<file path="src/rtl/extirq_pkg.sv">
package extirq_pkg;
  localparam int NUM_SRC  = 3;
  localparam int SRC_GEN  = 0;
  localparam int SRC_RX   = 1;
  localparam int SRC_PRES = 2;

  localparam int SEL_W = 8;
  localparam int CTL_W = 2;

  // select register bit positions
  localparam int SEL_RX_EN    = 0;
  localparam int SEL_PRES_EN  = 1;
  localparam int SEL_GEN_EN   = 2;
  localparam int SEL_GEN_POL  = 3;
  localparam int SEL_RX_FLAG  = 4;
  localparam int SEL_PRES_FLAG = 5;
  localparam int SEL_PRES_LVL = 7;

  // control register bit positions
  localparam int CTL_EDGE = 0;
  localparam int CTL_FLAG = 1;

  typedef struct packed {
    logic genEn;
    logic genActiveHigh;
    logic genFallEdge;
    logic rxEn;
    logic presEn;
    logic presLevel;
  } cfg_t;

  typedef struct packed {
    logic [NUM_SRC-1:0] clr;
  } strobe_t;
endpackage

</file>
<file path="src/rtl/extirq_sync.sv">
module extirq_sync #(
  parameter int STAGES = 2,
  parameter logic RESET_VAL = 1'b1
) (
  input  logic clk,
  input  logic rstN,
  input  logic d,
  output logic q
);
  logic [STAGES-1:0] chain;

  always_ff @(posedge clk or negedge rstN) begin
    if (!rstN) chain <= {STAGES{RESET_VAL}};
    else       chain <= {chain[STAGES-2:0], d};
  end

  assign q = chain[STAGES-1];
endmodule

</file>
<file path="src/rtl/extirq_ctrl.sv">
module extirq_ctrl
  import extirq_pkg::*;
(
  input  logic             clk,
  input  logic             rstN,
  input  logic             selWrEn,
  input  logic [SEL_W-1:0] selWrData,
  input  logic             ctlWrEn,
  input  logic [CTL_W-1:0] ctlWrData,
  input  logic             ack,
  output cfg_t             cfg,
  output strobe_t          stb
);
  logic unusedSelBit;
  assign unusedSelBit = selWrData[6];

  always_ff @(posedge clk or negedge rstN) begin
    if (!rstN) begin
      cfg <= '0;
    end else begin
      if (selWrEn) begin
        cfg.rxEn          <= selWrData[SEL_RX_EN];
        cfg.presEn        <= selWrData[SEL_PRES_EN];
        cfg.genEn         <= selWrData[SEL_GEN_EN];
        cfg.genActiveHigh <= selWrData[SEL_GEN_POL];
        cfg.presLevel     <= selWrData[SEL_PRES_LVL];
      end
      if (ctlWrEn) cfg.genFallEdge <= ctlWrData[CTL_EDGE];
    end
  end

  // clear strobes: hardware service for the general pin, write-zero for all
  always_comb begin
    stb = '0;
    stb.clr[SRC_GEN]  = ack | (ctlWrEn & ~ctlWrData[CTL_FLAG]);
    stb.clr[SRC_RX]   = selWrEn & ~selWrData[SEL_RX_FLAG];
    stb.clr[SRC_PRES] = selWrEn & ~selWrData[SEL_PRES_FLAG];
  end
endmodule

</file>
<file path="src/rtl/extirq_datapath.sv">
module extirq_datapath
  import extirq_pkg::*;
#(
  parameter int SYNC_STAGES = 2
) (
  input  logic               clk,
  input  logic               rstN,
  input  logic [NUM_SRC-1:0] pinsAsync,
  input  cfg_t               cfg,
  input  strobe_t            stb,
  input  logic               irqEnable,
  input  logic               globalEnable,
  output logic [NUM_SRC-1:0] flags,
  output logic               irqReq
);
  logic [NUM_SRC-1:0] pinSync;
  logic [NUM_SRC-1:0] hit;
  logic [NUM_SRC-1:0] enMask;
  logic               genPrev;

  for (genvar i = 0; i < NUM_SRC; i++) begin : g_sync
    extirq_sync #(.STAGES(SYNC_STAGES), .RESET_VAL(1'b1)) u_sync (
      .clk (clk),
      .rstN(rstN),
      .d   (pinsAsync[i]),
      .q   (pinSync[i])
    );
  end

  always_ff @(posedge clk or negedge rstN) begin
    if (!rstN) genPrev <= 1'b1;
    else       genPrev <= pinSync[SRC_GEN];
  end

  always_comb begin
    hit[SRC_GEN] = cfg.genEn &
      (cfg.genFallEdge ? (genPrev & ~pinSync[SRC_GEN])
                       : (pinSync[SRC_GEN] == cfg.genActiveHigh));
    hit[SRC_RX]   = cfg.rxEn & ~pinSync[SRC_RX];
    hit[SRC_PRES] = cfg.presEn & (pinSync[SRC_PRES] == cfg.presLevel);
  end

  for (genvar i = 0; i < NUM_SRC; i++) begin : g_flag
    always_ff @(posedge clk or negedge rstN) begin
      if (!rstN)            flags[i] <= 1'b0;
      else if (hit[i])      flags[i] <= 1'b1;
      else if (stb.clr[i])  flags[i] <= 1'b0;
    end
  end

  always_comb begin
    enMask[SRC_GEN]  = cfg.genEn;
    enMask[SRC_RX]   = cfg.rxEn;
    enMask[SRC_PRES] = cfg.presEn;
  end

  assign irqReq = (|(flags & enMask)) & irqEnable & globalEnable;
endmodule

</file>
<file path="src/rtl/ext_irq_combiner.sv">
module ext_irq_combiner
  import extirq_pkg::*;
#(
  parameter int SYNC_STAGES = 2
) (
  input  logic             clk,
  input  logic             rstN,
  input  logic             pinGen,
  input  logic             pinRx,
  input  logic             pinPres,
  input  logic             selWrEn,
  input  logic [SEL_W-1:0] selWrData,
  input  logic             ctlWrEn,
  input  logic [CTL_W-1:0] ctlWrData,
  input  logic             ack,
  input  logic             irqEnable,
  input  logic             globalEnable,
  output logic [SEL_W-1:0] selRdData,
  output logic [CTL_W-1:0] ctlRdData,
  output logic             irqReq
);
  cfg_t               cfg;
  strobe_t            stb;
  logic [NUM_SRC-1:0] flags;
  logic [NUM_SRC-1:0] pinsAsync;

  always_comb begin
    pinsAsync[SRC_GEN]  = pinGen;
    pinsAsync[SRC_RX]   = pinRx;
    pinsAsync[SRC_PRES] = pinPres;
  end

  extirq_ctrl u_ctrl (
    .clk      (clk),
    .rstN     (rstN),
    .selWrEn  (selWrEn),
    .selWrData(selWrData),
    .ctlWrEn  (ctlWrEn),
    .ctlWrData(ctlWrData),
    .ack      (ack),
    .cfg      (cfg),
    .stb      (stb)
  );

  extirq_datapath #(.SYNC_STAGES(SYNC_STAGES)) u_dp (
    .clk         (clk),
    .rstN        (rstN),
    .pinsAsync   (pinsAsync),
    .cfg         (cfg),
    .stb         (stb),
    .irqEnable   (irqEnable),
    .globalEnable(globalEnable),
    .flags       (flags),
    .irqReq      (irqReq)
  );

  always_comb begin
    selRdData = '0;
    selRdData[SEL_RX_EN]     = cfg.rxEn;
    selRdData[SEL_PRES_EN]   = cfg.presEn;
    selRdData[SEL_GEN_EN]    = cfg.genEn;
    selRdData[SEL_GEN_POL]   = cfg.genActiveHigh;
    selRdData[SEL_RX_FLAG]   = flags[SRC_RX];
    selRdData[SEL_PRES_FLAG] = flags[SRC_PRES];
    selRdData[SEL_PRES_LVL]  = cfg.presLevel;
    ctlRdData = '0;
    ctlRdData[CTL_EDGE] = cfg.genFallEdge;
    ctlRdData[CTL_FLAG] = flags[SRC_GEN];
  end
endmodule

</file>
<file path="config.mk">
export PLATFORM = sky130hd
export DESIGN_NAME = ext_irq_combiner
export DESIGN_NICKNAME = d
export VERILOG_FILES = /design/src/rtl/extirq_pkg.sv /design/src/rtl/extirq_sync.sv /design/src/rtl/extirq_ctrl.sv /design/src/rtl/extirq_datapath.sv /design/src/rtl/ext_irq_combiner.sv
export SDC_FILE = /design/constraint.sdc
export NUM_CORES = 1
export LEC_CHECK = 0
export CELL_PAD_IN_SITES_DETAIL_PLACEMENT = 0
export CELL_PAD_IN_SITES_GLOBAL_PLACEMENT = 1
export CORE_MARGIN = 1.5
export CORE_UTILIZATION = 46
export CTS_CLUSTER_SIZE = 14
export DETAILED_ROUTE_END_ITERATION = 10
export DONT_BUFFER_PORTS = 1
export GPL_ROUTABILITY_DRIVEN = 1
export PLACE_DENSITY_LB_ADDON = 0.1
export REMOVE_ABC_BUFFERS = 1
export SLEW_MARGIN = 20
export SYNTH_ARGS = -nofsm -noshare
export SYNTH_HDL_FRONTEND = slang
export SYNTH_SLANG_ARGS = --single-unit
</file>
<file path="constraint.sdc">
create_clock -name clk -period 2 [get_ports clk]
set_input_delay 0.4 -clock clk [delete_from_list [all_inputs] [get_ports clk]]
set_output_delay 0.4 -clock clk [all_outputs]
set_load 0.005 [all_outputs]
</file>
# After elaboration in Yosys (flattened, before gate mapping)
# Cells that the tools add are included.
[op_classes]
n_eq_ne = 2
muxes = 7
n_reduce_logical = 4
n_bitwise = 16
[op_table]
columns = ["operator", "n"]
rows = [
  ["$and A1 B1 Y1", 9],
  ["$mux W1", 7],
  ["$reduce_bool A2 Y1", 3],
  ["$not A1 Y1", 5],
  ["$and A3 B3 Y3", 1],
  ["$reduce_or A3 Y1", 1],
  ["$eq A1 B1 Y1", 2],
  ["$or A1 B1 Y1", 1],
]
[totals]
in_bits = 20
output_inout_bits = 11
reg_bits = 16
wordCells = 42

# Logic depth before layout (Yosys ltp)
# Gate-level depths: netlist of the first run.
[logic_depth]
ltp_word = 5
depth_mapped = 4
depth_no_buf = 3

# Modules after synthesis
# From an unflattened synthesis of the first run, not the netlist that was laid out.
[unflattened]
cells_unflattened = 43
hier_area_um2 = 639.4
[modules_own_cells]
columns = ["mod", "n_inst", "cells_per_inst", "seq_area_each_um2", "area_per_inst_um2"]
rows = [
  ["extirq_ctrl", 1, 17, 150.1, 271.5],
  ["extirq_datapath", 1, 18, 101.3, 198.9],
  ["extirq_sync", 3, 2, 52.6, 52.6],
  ["ext_irq_combiner", 1, 2, 0.0, 11.3],
]

# Worst setup path after synthesis of the first run
# No wires, ideal clock.
[synth_path]
path_kind = "flip-flop to output port"
start = "register u_dp.flags[0]"
end = "output irqReq"
stages_incl_launch_ff = 3
arrival_ns = 0.790
required_time_ns = 1.600
n_path_buf = 0
path_slack_ns = 0.810
cell_sequence = "dfrtp_1 a222oi_1 nor2_1"
[synth_via]
elab_chain_cells = 4
[synth_lines]
columns = ["element", "line", "text"]
rows = [
  ["from (decl)", "extirq_datapath.sv:13", "output logic [NUM_SRC-1:0] flags,"],
  ["from (signal, indexed assignment)", "extirq_datapath.sv:45", "if (!rstN) flags[i] <= 1'b0;"],
  ["from (signal, indexed assignment)", "extirq_datapath.sv:46", "else if (hit[i]) flags[i] <= 1'b1;"],
  ["from (signal, indexed assignment)", "extirq_datapath.sv:47", "else if (stb.clr[i]) flags[i] <= 1'b0;"],
  ["$and A3 B3 Y3", "extirq_datapath.sv:57", "assign irqReq = (|(flags & enMask)) & irqEnable & globalEnable;"],
  ["$reduce_or A3 Y1", "extirq_datapath.sv:57", ""],
  ["$and A1 B1 Y1 (2 in series)", "extirq_datapath.sv:57", ""],
  ["to (decl)", "ext_irq_combiner.sv:20", "output logic irqReq"],
]
# No other way between the ends.

# Worst setup path in the final report of the first run
[layout_path]
start = "register u_ctrl.cfg[5] (netlist name)"
end = "output irqReq"
[layout_via]
elab_chain_cells = 4
[layout_lines]
columns = ["element", "line"]
rows = [
  ["$and A3 B3 Y3", "extirq_datapath.sv:57"],
  ["$reduce_or A3 Y1", "extirq_datapath.sv:57"],
  ["$and A1 B1 Y1 (2 in series)", "extirq_datapath.sv:57"],
]
# No other way between the ends.

==> run summary, run 1 <==
The flow ran to the end, and the final reports show no timing, DRC or antenna violations. The startpoint of the worst hold path is pinGen. The die covers 0.00156 sq mm. The path category of the worst min-delay check is in2reg. For this design the total switching power over the nets is 140 uW. The residual DRC count is 0, and the met3 layer usage reported by global route is 0.0511. The overall overflow remaining after global route is 0.

The analysis attributes to cell leakage a power of 0.000289 uW. Source of the worst register-to-register timing path: u_ctrl.cfg[4]. The power per standard cell area came out at 968 mW/mm^2. Clock-pin slew was measured on the worst setup and hold paths at 0.09 ns.

Before antenna repair, the detailed router went through 4 iterations. The switching part of the total power was 0.220. The worst-margin pin slew works out to 0.656 ns.

TritonCTS built the clock tree. The run gives 0 as the number of nets with antenna violations after detailed routing. The first global-routing pass estimated 1370 um of wire. The sequential fraction of the synthesis area is 0.667, and the detailed-route vias per instance is 5.42.

The run gives 0 as the hold violation total from the final report. Number of instances in the synthesized netlist: 45. The met2 track utilization from global routing came out at 0.234. The routed length per placed instance came out at 14.6 um. The clock period could shrink to 1.55 ns. The destination of the worst register-to-register timing path is u_dp.flags[0].

The cell internal power dissipation was 497 uW. The sequential group share of total power was 0.606. Once layout is complete, the cells apart from fillers number 62.

The run gives 0.079 as the logic gate share of total power. The part of the power in the clock network was 0.316; the synthesis-to-layout area growth was 7.35%. In this run, placement finished with an instance count of 57. The final critical-path share of the clock period came out at 0.777. STA classifies the critical path endpoint as an output port. Setup violations remaining at the end of the flow were counted as 0.

The Yosys step of the flow raised 0 warnings. The share of cells above drive strength 1 was 0.333; the number of filler instances in the final layout was 98. In this run the count of I/O pins placed on the die edge is 31.

The logs give 0 for the max-cap check violation count and 1.15 ns for the data arrival time at the worst-slack endpoint. The tools report the initial antenna violation count as 0. The initial cell density of the core was 0.524.

In this run, post-CTS repair resized a total of 0 instances. The layer flagged by global routing as most heavily used is met2. For the total clock buffers created by CTS, the log shows 3.

0 antenna diodes ended up in the layout. The tree built by TritonCTS fans out to 16 sinks. Combined area of all synthesized cells: 613 sq um. The max-slew violation count was 0. The detailed router finished its first iteration with 7 violations. Along the worst path, the maximum fanout reaches 4.

The count of cell types in the netlist came out at 19. The run gives 0 ns as the final setup TNS. The logs give 0.147 for the global-route track usage on met1 and 0.677 for the routability-driven placement congestion ratio. The post-synthesis register bit count was 16. The worst path required time was 1.60 ns; the synthesized area per cell was 13.6 sq um. Summed over all nets, the half-perimeter wirelength after detailed placement is 720 um. Across the routed clock network, the largest skew measured is 0.00286 ns. The largest net degree at the start of global routing was 17; the post-layout net count was 69. The critical path is of the reg2out type. In this run the worst setup path begins at u_ctrl.cfg[5]. The post-detailed-routing wire length came out at 908 um. The floorplan has 12 rows. Across all layers, the routed design uses 336 vias.

The tools report the clock root buffer as clkbuf_4. The run gives 658 sq um as the final cell area excluding filler cells. The nature of the critical path startpoint was a flop. The total track usage was 0.142; the area of the core was 0.00117 sq mm. The die outline width was 39.5 um; the number of global-route vias before repair was 369.

Once placement finished, the instance area stood at 612 sq um. Setup repair after global routing left no endpoint under its margin. Based on the critical path, the design can be clocked at up to 0.644 GHz.

In this run the register-to-register setup slack is 1.11 ns. The most critical setup path has its endpoint at irqReq. The tools report the relative max-transition margin as 0.561. No sink is reached through more buffers than the 2 on the longest clock path. The number of cells on the worst reg-to-reg path is 3. The die span in y came out at 39.5 um. At the later pin of the worst-skew pair, clock insertion delay measures 0.28 ns.

The deepest level of the CTS H-tree was 1; the count of buffers added by post-CTS timing repair for setup was 0. The design draws 637 uW. The worst-case IR drop observed on VDD is 476 uV.

In this run the tool buffered the top-level ports with 0 buffer cells.
-- state kept, by name, indices dropped and copies added, names as in the netlist --
register	cells
u_ctrl.cfg	6
u_dp.flags	3
u_dp.genPrev	1
u_dp.g_sync.u_sync.chain	6
-- through the flow --
stage                     utilization  setup slack, ns  hold WS [ns]
after global placement          0.522            0.760         0.105
after global routing            0.562            0.359        0.0876
final                           0.562            0.447         0.110
after CTS                       0.562            0.428        0.0960
after detailed placement        0.522            0.765         0.105
after floorplan                     -            0.810         0.104
-- cells in the mapped netlist (all sizes together) --
| cell type | number | area, sq um |
|---|---|---|
| buf | 2 | 18.8 |
| nand2 | 5 | 18.8 |
| o21ai | 5 | 25.0 |
| inv | 3 | 11.3 |
| dfrtp | 9 | 225 |
| nand4b | 1 | 8.76 |
| o311ai | 1 | 16.3 |
| a21oi | 1 | 5.00 |
| xnor2 | 1 | 8.76 |
| nand3b | 1 | 7.51 |
| nand2b | 1 | 6.26 |
| a222oi | 1 | 10.0 |
| conb | 1 | 3.75 |
| dfstp | 7 | 184 |
| mux2 | 4 | 56.3 |
| nor2 | 2 | 7.51 |
-- per-layer routing --
metal,up-vias,part of all wire
met5,-,0
met4,0,0
met3,0,0.14
met2,23,0.47
met1,160,0.39
li1,153,-
-- final cells by class --
class | instances | area (sq um) | share of cell area
Multi-Input combinational cell | 24 | 174 | 0.264
Inverter | 3 | 11.3 | 0.0171
Tap cell | 14 | 17.5 | 0.0266
Sequential cell | 16 | 409 | 0.622
Timing Repair Buffer | 1 | 10.0 | 0.0152
Clock buffer | 4 | 36.3 | 0.0551
-- how the worst min path moves through the flow --
| stage | to | slack, ns | cells past startpoint |
|---|---|---|---|
| global placement | u_ctrl.cfg[0] | 0.10 | 0 |
| finish | u_dp.g_sync[0].u_sync.chain[0] | 0.11 | 0 |
| floorplan | u_ctrl.cfg[0] | 0.10 | 0 |
| detailed placement | u_ctrl.cfg[0] | 0.10 | 0 |
| CTS | u_dp.g_sync[0].u_sync.chain[0] | 0.1 | 0 |
| global route | u_dp.g_sync[0].u_sync.chain[0] | 0.09 | 0 |
-- worst max-delay path, cell delays in order (launching register included) --
cell and delay (ns):
dfrtp_1 0.44, a222oi_1 0.34, nor2_1 0.10
-- logic make-up after synthesis --
logic type | count (synthesis) | share of synthesized area
other | 1 | 0.00612
AO/OA/AOI/OAI | 8 | 0.0918
flip-flops | 16 | 0.667
XOR/XNOR | 1 | 0.0143
multiplexers | 4 | 0.0918
buffers and inverters | 5 | 0.0490
AND/OR/NAND/NOR | 10 | 0.0796
-- power by group through the flow --
stage               logic [uW]  clock network (uW)  registers (uW)
finish                    50.1                 201             386
global route              58.4                 222             390
CTS                       51.5                 212             387
detailed placement        43.7                   0             393
global placement          41.8                   0             391
floorplan                 39.1                   0             385
-- cells in the final DEF, fill, tap and decap left out, types with 2 or more instances in the layout --
master / netlist / routed
clkbuf_4: 0 / 3
dfrtp_1: 9 / 9
dfstp_2: 7 / 7
inv_1: 3 / 3
mux2_4: 3 / 3
nand2_1: 5 / 5
nor2_1: 2 / 2
o21ai_0: 4 / 4
-- what timing repair did --
action / 4_1_cts / 5_1_grt
hold buffers: 1 / 0
hold endpoints to repair: 16 / 0
endpoints found under the setup margin: 0 / 0
Power figures use the tool's default switching activity.
==> run 2, diff against run 1 <==
--- a/config.mk
+++ b/config.mk
@@ -7,8 +7,9 @@
 export LEC_CHECK = 0
 export CELL_PAD_IN_SITES_DETAIL_PLACEMENT = 0
 export CELL_PAD_IN_SITES_GLOBAL_PLACEMENT = 1
+export CORE_ASPECT_RATIO = 1.2
 export CORE_MARGIN = 1.5
-export CORE_UTILIZATION = 46
+export CORE_UTILIZATION = 39
 export CTS_CLUSTER_SIZE = 14
 export DETAILED_ROUTE_END_ITERATION = 10
 export DONT_BUFFER_PORTS = 1
==> constraint.sdc (replaced) <==
create_clock -name clk -period 1.4 [get_ports clk]
set_input_delay 0.28 -clock clk [delete_from_list [all_inputs] [get_ports clk]]
set_output_delay 0.28 -clock clk [all_outputs]
set_load 0.005 [all_outputs]
==> run 2 against run 1 <==
The flow now finishes with violations (setup timing); design area is 5.3% higher; non-clock buffer count is 3 higher; via count rose by 4.2%; first-iteration DRC count decreased by 29%; sequential share of layout area down 3.0 points; critical path depth stayed put; register-to-register slack worse by 0.61 ns; routed wire length grew 8.1%; critical path type unchanged.
==> run summary, run 2 (synthesized netlist as in run 1, its figures left out) <==
The delay contributed by the slowest stage of the critical path works out to 0.45 ns. The run finished, with violations left. Hold violation total from the final report: 0. The floorplan step set the die height to 46.4 um. The relative max-transition margin is 0.558. The clock root buffer was clkbuf_4.

The slowest stage of the critical path belongs to the cell dfrtp_2. The checks that failed: setup timing. The logs give 0 for the residual DRC count and 1.18 ns for the data arrival time at the worst-slack endpoint. Number of top-level design ports: 31. The design draws 934 uW.

For the clock latency on the worst-skew pair, the log shows 0.29 ns. TritonCTS built the clock tree. The routed layout has 350 vias.

From left edge to right edge, the die measures 39.2 um. The multi-input combinational cells in the finished layout cover a total of 174 sq um. The largest buffer count on any clock path was 2; the routed length per placed instance was 14.4 um. The area growth from synthesis to layout is 13.1%. The startpoint identified for the worst register-to-register timing path is u_ctrl.cfg[4]. 0 antenna diodes ended up in the layout. In this run the worst path has a maximum fanout of 4. The path category of the worst min-delay check is in2reg. Type of the worst setup path: reg2out.

The number of filler instances in the final layout is 135. The number of cells on the worst reg-to-reg path is 3. The CTS clock-pin slew for the worst setup and hold paths works out to 0.10 ns.

The tools report the worst-case hold slack as 0.0882 ns. Subtracting the final worst setup slack from the clock period gives 1.46 ns. The clock drives 16 sinks. On the critical path the largest part of the delay comes from flip-flops. Setup repair after global routing could not meet its margin everywhere. The worst hold path terminates at u_ctrl.cfg[5].

In the final layout, the registers with the most flip-flops are u_ctrl.cfg x6, u_dp.g_sync.u_sync.chain x6, u_dp.flags x3. The max-slew violation count is 0. The first global-routing pass estimated 1440 um of wire. For the number of global-route vias before repair, the log shows 368.

In this run the post-CTS setup repair buffer count came out at 0. For this block, the initial DRC count from the detailed router was 5. The worst hold path cell count is 1. The maximum VDD drop is 624 uV, and the setup clock skew after layout is 0.00630 ns. The total track usage is 0.124.

The run gives 0.480 as the post-route core utilization. The sequential cells in the finished layout cover a total of 410 sq um. The endpoint identified for the worst register-to-register timing path is u_dp.flags[0]. The number of clock buffers added by TritonCTS is 3. After routing, the total negative slack on setup checks comes to -0.0590 ns.

Leaving out fill and tap cells, the most frequent cell in the layout is dfrtp_1. Post-layout net count: 72. For this design the ratio of total power to cell area is 1350 mW/mm^2. In this run the core area contains 15 standard-cell rows.

For this design the static power due to leakage is 0.000300 uW. The tools report the initial antenna violation count as 0. The startpoint identified for the worst hold timing path is selWrEn. The max-cap check violation count was 0; the detailed-route vias per instance was 5.15. For flop-to-flop paths, the worst setup slack is 0.50 ns. Once layout is done, the placed cells without fillers occupy 693 sq um.

STA classifies the critical path endpoint as an output port. The number of nets with antenna violations after detailed routing is 0, and the initial cell density of the core is 0.424. At the pin with the least slew margin, the transition time is 0.661 ns. The tools report the deepest level of the CTS H-tree as 1. The logs give 17 for the largest net degree at the start of global routing and 0.587 for the routability-driven placement congestion ratio. Before antenna repair, the detailed router went through 4 iterations. For this block, the routed nets add up to 982 um of wire. The library cells used most frequently in the layout, excluding fill and tap cells, are dfrtp_1 (8), dfstp_2 (7), nand2_1 (5). The critical path contains buffers and inverters numbering 0 combined. The logs give 0.00182 sq mm for the area of the die and 1 for the final count of negative-setup-slack endpoints.

Traced cell by cell, the critical path runs through a222oi_1 -> nor2_1. After detailed placement, the total cell area comes to 616 sq um. The post-layout worst setup margin was -0.0590 ns; the number of port buffers was 0. Data on the critical path is required at its endpoint by 1.12 ns. Timing would allow up to 0.685 GHz. The share of cells above drive strength 1 came out at 0.333.

The final critical-path share of the clock period came out at 1.04. The overall overflow remaining after global route came out at 0. The run gives 0.00145 sq mm as the area of the core.

STA classifies the critical path startpoint as a flop.
[run 2: per-layer routing]
layer	up-vias	wire length [um]	track usage
met4	0	0	0.0828
met3	0	112	0.0580
met2	24	461	0.180
met5	-	0	0
met1	165	408	0.143
li1	161	-	-
[run 2: layout make-up]
| type | instances | area share |
|---|---|---|
| clock buffer | 4 | 0.0523 |
| sequential | 16 | 0.592 |
| tap | 17 | 0.0307 |
| inverter | 3 | 0.0162 |
| multi-input combinational | 24 | 0.251 |
| timing repair buffer | 4 | 0.0578 |
[run 2: repair_timing]
action / CTS / global route
resized for setup: 0 / 1
endpoints found under the hold margin: 19 / 0
pin swaps: 0 / 2
setup endpoints to repair: 1 / 1
hold buffers: 4 / 0
[run 2: metrics by stage]
stage / std cells / setup slack [ns]
detailed placement: 60 / 0.266
global route: 68 / -0.160
CTS: 68 / -0.0707
floorplan: 43 / 0.330
global placement: 60 / 0.286
finish: 68 / -0.0590
[run 2: report_power, final]
part	switching, uW	total, uW	internal, uW	leakage, uW
Combinational	31.7	77.6	45.9	0.0000997
Sequential	40.5	552	512	0.000180
Clock	145	304	158	0.0000210
[run 2: how the worst max path moves through the flow]
stage             startpoint     end  slack [ns]  depth (start not counted)
6_report       u_ctrl.cfg[5]  irqReq       -0.06                          2
5_1_grt        u_ctrl.cfg[5]  irqReq       -0.16                          2
4_1_cts        u_ctrl.cfg[5]  irqReq       -0.07                          2
3_5_place_dp   u_ctrl.cfg[5]  irqReq        0.27                          2
3_3_place_gp   u_dp.flags[0]  irqReq        0.29                          2
2_1_floorplan  u_dp.flags[0]  irqReq        0.33                          2
==> run 3, diff against run 2 <==
--- a/config.mk
+++ b/config.mk
@@ -5,11 +5,12 @@
 export SDC_FILE = /design/constraint.sdc
 export NUM_CORES = 1
 export LEC_CHECK = 0
+export ABC_AREA = 1
 export CELL_PAD_IN_SITES_DETAIL_PLACEMENT = 0
 export CELL_PAD_IN_SITES_GLOBAL_PLACEMENT = 1
 export CORE_ASPECT_RATIO = 1.2
 export CORE_MARGIN = 1.5
-export CORE_UTILIZATION = 39
+export CORE_UTILIZATION = 37
 export CTS_CLUSTER_SIZE = 14
 export DETAILED_ROUTE_END_ITERATION = 10
 export DONT_BUFFER_PORTS = 1
==> run 3 against run 2 <==
The flow now finishes without violations; via count up 20%; sequential share of layout area down 1.3 points; clock-buffer cell count unchanged; setup slack better by 0.19 ns; worst hold slack worse by 0.013 ns; combinational power down 2%; routed wire length up 3.3%; critical path depth up 2; critical endpoint unchanged; clock skew down 0.0061 ns; die area up 7.2%.
==> run summary, run 3 <==
Timing would allow up to 0.790 GHz. The repair_antennas step left the layout with diodes totalling 0. Each instance of the synthesized netlist takes up on average 9.95 sq um. Tracing the worst setup path back leads to its startpoint at u_ctrl.cfg[1]. The floorplan step defined a die boundary enclosing 0.00195 sq mm. Setup repair after global routing left no endpoint under its margin. The run gives 15 as the count of cell types in the netlist. Counting the buffers created by CTS gives 3. Among all stages on the critical path, the largest delay is contributed by dfrtp_1. Setup violations remaining at the end of the flow were counted as 0.

The post-layout instance count excluding filler cells is 87. The tightest min-delay check is of the in2reg type. Clock-pin slew was measured on the worst setup and hold paths at 0.09 ns.

The synthesized design contains 16 register bits. For this run, the leading register cell type out of synthesis is dfrtp_1. The share of cells above drive strength 1 was 0.217; the residual DRC count was 0. The source of the worst register-to-register timing path was u_dp.g_sync[0].u_sync.chain[1].

For the maximum VDD drop, the log shows 454 uV. The wire length of the first global-routing pass came out at 1450 um. The critical path goes through nand2_1 -> nand3_1 -> nand3_1 -> inv_1.

The congestion estimate from routability-driven global placement came to 0.588. The tools report the relative max-transition margin as 0.536. At the pin with the least slew margin, the transition time is 0.693 ns. No sink is reached through more buffers than the 2 on the longest clock path. The post-placement cell count is 79, and the power consumption is 916 uW. At the end of the flow, the number of nets in the layout was 90. DRC violation total after the first TritonRoute iteration: 1.

Post-route core utilization: 0.441. The run gives 0 as the number of nets with antenna violations after detailed routing. The tools report the max-cap check violation count as 0.

The worst hold path begins at selWrEn. The floorplan has 16 rows. The tools report the type of element capturing the critical path as an output port.

The clock latency on the worst-skew pair was 0.28 ns; the post-detailed-routing wire length was 1010 um. The gate family responsible for the most delay along the worst path is flip-flops. For the worst path required time, the log shows 1.12 ns. The library cell used most frequently in the layout, excluding fill and tap cells, is nand2_1. The final critical-path share of the clock period is 0.904, and the detailed-route vias per instance is 4.83. The pre-antenna-repair detailed-routing pass consisted of 2 iterations.

On the final layout, the worst clock skew is 0.000222 ns. The run gives 0.653 as the sequential fraction of the synthesis area. The hold violation total from the final report came out at 0. The logs give 0 for the overall overflow remaining after global route and 63 for the number of instances in the synthesized netlist.

Library cell appearing most often on the critical path: nand3_1. For the largest net degree at the start of global routing, the log shows 17. The tools report the number of filler instances in the final layout as 163.

The die span in y is 48.1 um, and the post-cts repair resize count is 0. During I/O placement, the number of pins put on the boundary was 31. The deepest level of the CTS H-tree is 1, and the total track usage is 0.120. The leakage power of the design came out at 0.000347 uW. The tree is rooted in a clkbuf_4. Data arrives at the worst endpoint at 0.99 ns. In the layout the commonest cells are nand2_1 (21), dfrtp_1 (9), dfstp_2 (7). For the TritonCTS sink count, the log shows 16. In the final timing run, aggregate negative setup slack is 0 ns. In this run the cell area of the synthesized design comes to 627 sq um. In the final layout, the registers with the most flip-flops are u_ctrl.cfg x6, u_dp.g_sync.u_sync.chain x6, u_dp.flags x3.

By startpoint and endpoint, the worst setup path is classified as reg2out. The synthesized design contains 0 enable-type register cells. The share of Yosys cell area claimed by the top area cell type works out to 0.359. In the final routed layout, each cell accounts on average for 11.7 um. The floorplan step set the die width to 40.6 um.

Detailed-route via count: 420. The run finished with clean final reports. Number of port buffers: 0. In this run the worst path has a maximum fanout of 4. The library cell with the largest summed area after synthesis is dfrtp_1. The number of global-route vias before repair is 344.

In the synthesized netlist, the cells that appear most often are nand2_1 (21), dfrtp_1 (9), dfstp_2 (7), inv_1 (6). The total buffers and inverters traversed by the critical path came out at 1. The post-synthesis async set-or-reset flop share is 1.00. For this run, the number of Yosys warnings is 0. The power per standard cell area was 1300 mW/mm^2. The worst setup path is launched from a flop. For this run, the slowest stage of the critical path takes 0.44 ns. Compared with the post-synthesis result, the final layout area differs by 12.8%. The initial antenna violation count is 0.

The tools report the max-slew violation count as 0. The tools report the area of the core as 0.00160 sq mm. The leading cell type by number of instances after synthesis was nand2_1. TritonCTS built the clock tree. The worst path needs 1.27 ns of the cycle, external delays included. The initial cell density of the core is 0.391. By area the synthesized netlist is led by dfrtp_1 (36%), dfstp_2 (29%), nand2_1 (13%), inv_1 (3.6%), o21ai_2 (2.8%). Summed over all nets, the half-perimeter wirelength after detailed placement is 742 um.
run 3: cell types whose count changed after synthesis, moves of 2 or more:
| cell | before | now |
|---|---|---|
| nand2_1 | 5 | 21 |
| o21ai_2 | 0 | 2 |
| inv_1 | 3 | 6 |
| mux2_4 | 3 | 0 |
| nand3_1 | 0 | 3 |
run 3: stage by stage:
step | setup WS (ns) | hold slack [ns] | area, sq um
after CTS | 0.118 | 0.0688 | 707
after detailed placement | 0.443 | -0.0152 | 631
after global placement | 0.447 | -0.0153 | 631
final | 0.134 | 0.0754 | 707
after floorplan | 0.493 | -0.0156 | 608
after global routing | 0.0528 | 0.0716 | 707
run 3: path summary, 6_finish.rpt:
check                                                 end  slack [ns]  cells past startpoint
min reg2reg                u_dp.g_sync[1].u_sync.chain[1]        0.36                      0
max                                                irqReq        0.13                      4
max reg2reg                                 u_dp.flags[0]        0.52                      5
min in group asynchronous                   u_ctrl.cfg[1]        0.48                      1
min                                         u_ctrl.cfg[0]        0.08                      1
max in group asynchronous                   u_ctrl.cfg[4]        0.49                      1
run 3: logic make-up after synthesis:
group,after synthesis,synth area share
AO/OA/AOI/OAI,7,0.0679
AND/OR/NAND/NOR,29,0.192
flip-flops,16,0.653
other,1,0.00598
buffers and inverters,10,0.0818
run 3: layout make-up:
cell class / instances / area, sq um / share of cell area
Sequential cell: 16 / 409 / 0.579
Multi-Input combinational cell: 37 / 166 / 0.235
Timing Repair Buffer: 4 / 40.0 / 0.0566
Clock buffer: 4 / 36.3 / 0.0513
Inverter: 8 / 32.5 / 0.0460
Tap cell: 18 / 22.5 / 0.0319
run 3: worst reg2reg max path, stage by stage (launching register included):
cell and delay, ns:
dfstp_2 0.55, inv_1 0.04, nand2_1 0.05, nand2_1 0.05, nand2_1 0.05, nand2_1 0.04
run 3: per-layer routing:
layer / GRT usage / share of wire / wire [um] / up-vias
met4: 0.100 / 0.021 / 21 / 0
met2: 0.165 / 0.45 / 454 / 23
met1: 0.150 / 0.43 / 435 / 192
li1: - / - / - / 201
met3: 0.0411 / 0.10 / 103 / 4
met5: 0 / 0 / 0 / -
run 3: timing repair:
action,4_1_cts,5_1_grt
hold endpoints to repair,19,0
endpoints found under the setup margin,0,0
hold buffers,4,0
buffers inserted,0,0
run 3: power breakdown:
part / internal [uW] / switching, uW / total [uW]
logic: 34.9 / 41.2 / 76.1
clock network: 158 / 139 / 297
registers: 509 / 33.8 / 543
total: 702 / 214 / 916
